## src/rtl/dlr_pkg.sv

```systemverilog
package dlr_pkg;
    typedef enum logic [1:0] {
        ST_IDLE  = 2'd0,
        ST_WAIT  = 2'd1,
        ST_REDIR = 2'd2
    } dlr_state_e;
endpackage

```

## src/rtl/dlr_stall_timers.sv

```systemverilog
module dlr_stall_timers #(
    parameter int NQ = 6,
    parameter int TW = 8
) (
    input  logic          clk,
    input  logic          rst_n,
    input  logic [TW-1:0] thresh,
    input  logic [NQ-1:0] nonempty,
    input  logic [NQ-1:0] pop,
    input  logic [NQ-1:0] clr,
    output logic [NQ-1:0] timed_out
);
    localparam logic [TW-1:0] CNT_MAX = {TW{1'b1}};

    for (genvar g = 0; g < NQ; g++) begin : g_q
        logic [TW-1:0] cnt;

        always_ff @(posedge clk) begin
            if (!rst_n) begin
                cnt <= '0;
            end else if (!nonempty[g] || pop[g] || clr[g]) begin
                cnt <= '0;
            end else if (cnt != CNT_MAX) begin
                cnt <= cnt + 1'b1;
            end
        end

        assign timed_out[g] = nonempty[g] && !pop[g] && (cnt >= thresh);

        // a pop leaves the count at zero
        a_r2_pop_clears: assert property (@(posedge clk) disable iff (!rst_n)
            pop[g] |=> cnt == '0);
    end
endmodule

```

## src/rtl/dlr_prio_pick.sv

```systemverilog
module dlr_prio_pick #(
    parameter int NQ = 6,
    parameter int QW = 3
) (
    input  logic [NQ-1:0] req,
    output logic          any,
    output logic [QW-1:0] idx
);
    always_comb begin
        any = 1'b0;
        idx = '0;
        for (int i = NQ - 1; i >= 0; i--) begin
            if (req[i]) begin
                any = 1'b1;
                idx = QW'(i);
            end
        end
    end
endmodule

```

## src/rtl/dlr_backoff.sv

```systemverilog
module dlr_backoff #(
    parameter int BW = 8
) (
    input  logic          clk,
    input  logic          rst_n,
    input  logic [BW-1:0] len,
    input  logic          trig_local,
    input  logic          trig_ring,
    output logic          emit,
    output logic          active
);
    logic [BW-1:0] cnt;
    logic          start;

    assign active = (cnt != '0);
    assign start  = (trig_local || trig_ring) && !active;
    assign emit   = trig_local && !active;

    always_ff @(posedge clk) begin
        if (!rst_n) begin
            cnt <= '0;
        end else if (start) begin
            cnt <= len;
        end else if (active) begin
            cnt <= cnt - 1'b1;
        end
    end

    // a fresh trigger loads the programmed length
    a_r10_load: assert property (@(posedge clk) disable iff (!rst_n)
        (trig_local || trig_ring) && !active |=> cnt == $past(len));
    // a trigger during an active window does not extend it
    a_r11_merge: assert property (@(posedge clk) disable iff (!rst_n)
        active && (trig_local || trig_ring) |=> cnt == $past(cnt) - 1'b1);
endmodule

```

## src/rtl/dlr_ctrl.sv

```systemverilog
module dlr_ctrl
    import dlr_pkg::*;
#(
    parameter int NQ = 6,
    parameter int TW = 8,
    parameter int BW = 8,
    parameter int QW = (NQ > 1) ? $clog2(NQ) : 1
) (
    input  logic          clk,
    input  logic          rst_n,
    input  logic [TW-1:0] cfg_thresh,
    input  logic [BW-1:0] cfg_backoff,
    input  logic [NQ-1:0] q_nonempty,
    input  logic [NQ-1:0] q_pop,
    input  logic [NQ-1:0] q_head_hdr,
    input  logic [NQ-1:0] q_head_tail,
    input  logic          tok_avail,
    output logic          tok_take,
    output logic [NQ-1:0] redir_sel,
    output logic [QW-1:0] victim_q,
    output logic          victim_vld,
    input  logic          bo_tok_in,
    output logic          bo_tok_out,
    output logic          inject_disable
);
    dlr_state_e    state_q, state_d;
    logic [QW-1:0] victim_r, victim_d;
    logic [NQ-1:0] timed_out, clr;
    logic          any_to, bo_local;
    logic [QW-1:0] pick;

    dlr_stall_timers #(.NQ(NQ), .TW(TW)) i_timers (
        .clk(clk), .rst_n(rst_n), .thresh(cfg_thresh),
        .nonempty(q_nonempty), .pop(q_pop), .clr(clr),
        .timed_out(timed_out)
    );

    dlr_prio_pick #(.NQ(NQ), .QW(QW)) i_pick (
        .req(timed_out), .any(any_to), .idx(pick)
    );

    dlr_backoff #(.BW(BW)) i_backoff (
        .clk(clk), .rst_n(rst_n), .len(cfg_backoff),
        .trig_local(bo_local), .trig_ring(bo_tok_in),
        .emit(bo_tok_out), .active(inject_disable)
    );

    // state register
    always_ff @(posedge clk) begin
        if (!rst_n) begin
            state_q  <= ST_IDLE;
            victim_r <= '0;
        end else begin
            state_q  <= state_d;
            victim_r <= victim_d;
        end
    end

    // next state
    always_comb begin
        state_d  = state_q;
        victim_d = victim_r;
        unique case (state_q)
            ST_IDLE: begin
                if (any_to && q_head_hdr[pick]) begin
                    state_d  = ST_WAIT;
                    victim_d = pick;
                end
            end
            ST_WAIT: begin
                if (q_pop[victim_r] || !q_nonempty[victim_r]) begin
                    state_d = ST_IDLE;
                end else if (tok_avail) begin
                    state_d = ST_REDIR;
                end
            end
            ST_REDIR: begin
                if (q_pop[victim_r] && q_head_tail[victim_r]) begin
                    state_d = ST_IDLE;
                end
            end
            default: state_d = ST_IDLE;
        endcase
    end

    // outputs
    always_comb begin
        tok_take   = 1'b0;
        redir_sel  = '0;
        bo_local   = 1'b0;
        clr        = '0;
        victim_vld = 1'b0;
        victim_q   = victim_r;
        unique case (state_q)
            ST_IDLE: begin
                if (any_to && !q_head_hdr[pick]) begin
                    bo_local   = 1'b1;
                    clr[pick]  = 1'b1;
                end
            end
            ST_WAIT: begin
                victim_vld = 1'b1;
                tok_take   = tok_avail && q_nonempty[victim_r] && !q_pop[victim_r];
            end
            ST_REDIR: begin
                victim_vld          = 1'b1;
                redir_sel[victim_r] = 1'b1;
            end
            default: ;
        endcase
    end

    // the token is only taken while waiting with the token present
    a_r4_take_in_wait: assert property (@(posedge clk) disable iff (!rst_n)
        tok_take |-> (state_q == ST_WAIT) && tok_avail);
    // at most one queue steered into the escape channel
    a_r4_onehot_steer: assert property (@(posedge clk) disable iff (!rst_n)
        $onehot0(redir_sel));
    // tail flit leaving ends the redirect
    a_r5_tail_exit: assert property (@(posedge clk) disable iff (!rst_n)
        (state_q == ST_REDIR) && ((q_pop & q_head_tail & redir_sel) != '0)
        |=> state_q == ST_IDLE);
    // normal drain while waiting abandons the victim
    a_r6_abort: assert property (@(posedge clk) disable iff (!rst_n)
        (state_q == ST_WAIT) && q_pop[victim_r] |=> state_q == ST_IDLE);
    // a back-off emission happens only from idle
    a_r8_emit_idle: assert property (@(posedge clk) disable iff (!rst_n)
        bo_tok_out |-> state_q == ST_IDLE);
endmodule

```

## config.mk

```make
export PLATFORM = sky130hd
export DESIGN_NAME = dlr_ctrl
export DESIGN_NICKNAME = d
export VERILOG_FILES = /design/src/rtl/dlr_pkg.sv /design/src/rtl/dlr_stall_timers.sv /design/src/rtl/dlr_prio_pick.sv /design/src/rtl/dlr_backoff.sv /design/src/rtl/dlr_ctrl.sv
export SDC_FILE = /design/constraint.sdc
export NUM_CORES = 1
export LEC_CHECK = 0
export ABC_AREA = 1
export BUFFER_PORTS_ARGS = -buffer_cell sky130_fd_sc_hd__buf_2
export CORE_MARGIN = 2
export CORE_UTILIZATION = 35
export DETAILED_ROUTE_END_ITERATION = 6
export PLACE_DENSITY = 0.56
export SYNTH_ARGS = -nofsm -noshare
export SYNTH_HDL_FRONTEND = slang
export SYNTH_SLANG_ARGS = --single-unit
export TNS_END_PERCENT = 30
```

## constraint.sdc

```tcl
create_clock -name clk -period 3.9 [get_ports clk]
set_input_delay 1.17 -clock clk [delete_from_list [all_inputs] [get_ports clk]]
set_output_delay 1.17 -clock clk [all_outputs]
set_load 0.05 [all_outputs]
```

==> metrics.txt <==
antenna violations before repair=0; Post-route DRC=0; switching share of power=33.7%; startpoint types=primary input; Fin Hold WS=about 0.5 ns; critical path required time=2.73 ns; RSZ-0062 raised after global routing=true; via count=approximately 4300; depth of the CTS H-tree=3; worst-path maximum fanout=6; Max Clk Rate=between 0.2 and 0.25 GHz; Layout Nets=about 820; CP Data Arrival Time=around 3.2 ns; Clock Sinks=61; drt wl/cell=roughly 13 um; LEAKAGE=around 2.6 nW; sequential element share of the synthesized area=between 20% and 30%; Ys Warns=0; post-synth cell types=42; slew at the pin closest to its max-slew limit=approximately 0.53 ns; Rows=between 40 and 50; critical path's most frequent cell=nand2_2; max incr delay on CP=roughly 0.3 ns; number of flops mapped to enable cells by yosys=0; Yosys top cell by area=dfxtp_1; CTS tree=yes; net switching power=just under 0.7 mW; Syn Std Cell Area=4620 um2; Die ar.=between 10000 and 15000 um2; Layout area overhead=28.9%; failing checks=negative setup slack; crit path capture type=output pin; Synth top area share=26.5%; Worst slew margin=64.7%; total CTS buffers=9; count leader, synth=inv_1; final wirelength=about 12000 um; Final Hold Viols=0; mean post-synth cell area=about 7.3 um2; Logic pwr share=29.1%; Yosys reg bits=just over 60; worst hold path class=flop to flop; Clock Latency Late Sink=around 0.34 ns; top cells by count, synth=97 x inv_1, 87 x nand2_1, 84 x nor2_1; ranking of synthesized cells by area=dfxtp_1 26%, ha_1 16%, inv_1 7.9%; DP HPWL=9470 um; Mapped Cells=629; Final period util=112%; Clock Power Share=a little over a third; PwrDens=between 300 and 400 nW/um2; first-pass GRT wire length=approximately 20000 um; clock root buffer=clkbuf_16; GRT overflow=0; worst path bufs/invs=7; core area=~13000 um2; clk_skew=roughly 0.0086 ns; Die X=~120 um; DR iter-0 viols=about 220; post-route minimum period=roughly 4.4 ns; I/O Buffers=between 50 and 60; Synth Flop Type=dfxtp_1; Post-synth ARST share=0%; outcome=finished, violations left; Tot GR Track Use=18.0%; Final setup violation count=1; CP cell instances=buf_2 -> clkinvlp_4 -> buf_12 -> ha_1 -> nand2_1 -> inv_1 -> nand4_1 -> nand3_1 -> nand2_2 -> nand2_2 -> clkinv_4 -> nor2_8 -> inv_2 -> nand3_1 -> nand2_2 -> nand3_4 -> nand2_4 -> nor2_4 -> buf_6; Initial Utilization=about 36%; number of routed nets with antenna violations=0; pin count of the biggest net entering global routing=16; Slowest cell on crit path=ha_1; antenna cells=0; # Max-Cap Violations=0; maximum VDD drop=approximately 0.18 mV; Util after Layout=between 40% and 50%; max-slew violation count=0; share of layout cells above drive strength 1=25.5%; internal cell power=~1.3 mW; fill count=roughly 1300; syn_nets=~730; delay-heaviest family, CP=simple AND/OR/NAND/NOR gates; Die Height=approximately 120 um; DRT Pass-1 Iters=4; final setup margin=-0.473 ns; num ports=between 50 and 60; vias in the first global route=~4400; Setup CP Type=primary input to output pin; Post-Place Worst Slack=-0.661 ns; clock transition at the registers of the reported paths=about 0.05 ns; Max clock buf depth=2; RePlAce Congestion=slightly above 0.8; Via density=between 4 and 5; Seq pwr share=35.2%
repair_timing:
action,CTS,global route
resized for setup,35,5
setup endpoints to repair,1,1
pin swaps,4,4
hold endpoints to repair,0,0
setup buffers,6,0
hold buffers,0,0
cells by family after synthesis:
| logic type | share of synthesized area, % |
|---|---|
| fa+ha+maj | 15.7 |
| simple gates | 31.1 |
| buf+inv | 8.78 |
| mux | 0.434 |
| xor+xnor | 5.88 |
| flops | 26.5 |
| compound gates | 11.6 |
layout make-up:
type	count	area (um2)	area share, %
Clock inverter	4	23.8	0.399
Inverter	104	417	7.00
Tap cell	172	215	3.62
Clock buffer	12	246	4.14
Sequential cell	61	1220	20.5
Multi-Input combinational cell	462	3290	55.3
Timing Repair Buffer	82	536	9.00
state kept, by name (all words and copies together) (netlist names):
name and flops:
victim_q 3, state_q 2, i_timers.g_q.cnt 48, i_backoff.cnt 8
power by group through the flow:
| stage | clock (mW) | combinational (mW) | sequential [mW] |
|---|---|---|---|
| final | 0.718 | 0.585 | 0.709 |
| after global routing | 0.767 | 0.655 | 0.714 |
| after CTS | 0.741 | 0.583 | 0.709 |
| after detailed placement | 0 | 0.553 | 0.721 |
| after global placement | 0 | 0.547 | 0.719 |
| after floorplan | 0 | 0.415 | 0.714 |
layer usage:
metal  global-route usage, %  vias to the layer above  routed length [um]
li1                        -                     2266                   -
met3                    4.07                       13                 388
met4                    4.91                        0                 163
met2                    31.6                       55                5910
met5                       0                        -                   0
met1                    22.0                     1982                5610
layout by cell type, fill, tap and decap left out, drive strengths merged, types with 3 or more instances in the layout:
master,count
xnor2,7
nor2,96
clkbuf,12
ha,58
dfxtp,61
nor3,16
a211oi,3
nand2,98
clkinvlp,5
clkinv,7
nand4,20
buf,82
nand3,41
xor2,24
o21ai,28
nand3b,3
a21oi,56
inv,96
per-stage QoR:
stage	total power, mW	TNS [ns]	cell area, um2	cells
after floorplan	1.13	-0.217	4620	629
after global placement	1.27	-0.664	5260	875
after detailed placement	1.27	-0.661	5260	875
after CTS	2.03	-0.451	5920	897
after global routing	2.14	-0.608	5950	897
final	2.01	-0.473	5950	897
worst paths after layout:
| check | depth (start not counted) | endpoint | slack [ns] | startpoint |
|---|---|---|---|---|
| setup / recovery | 19 | bo_tok_out | -0.47 | cfg_thresh[3] |
| hold / removal | 2 | i_timers.g_q[4].cnt[0]$_SDFFE_PP0P_ | 0.50 | i_timers.g_q[4].cnt[0]$_SDFFE_PP0P_ |
| setup reg to reg | 22 | i_timers.g_q[1].cnt[0]$_SDFFE_PP0P_ | 1.31 | i_timers.g_q[4].cnt[0]$_SDFFE_PP0P_ |
| hold reg to reg | 2 | i_timers.g_q[4].cnt[0]$_SDFFE_PP0P_ | 0.50 | i_timers.g_q[4].cnt[0]$_SDFFE_PP0P_ |
worst min-delay path: cells and delay by family, from the launching register on:
| family | cells | cell delay (ns) |
|---|---|---|
| and+or+nand+nor | 1 | 0.07 |
| AOI/OAI and AO/OA | 1 | 0.05 |
| DFF | 1 | 0.33 |
No activity file was read; power rests on OpenSTA's default activity.
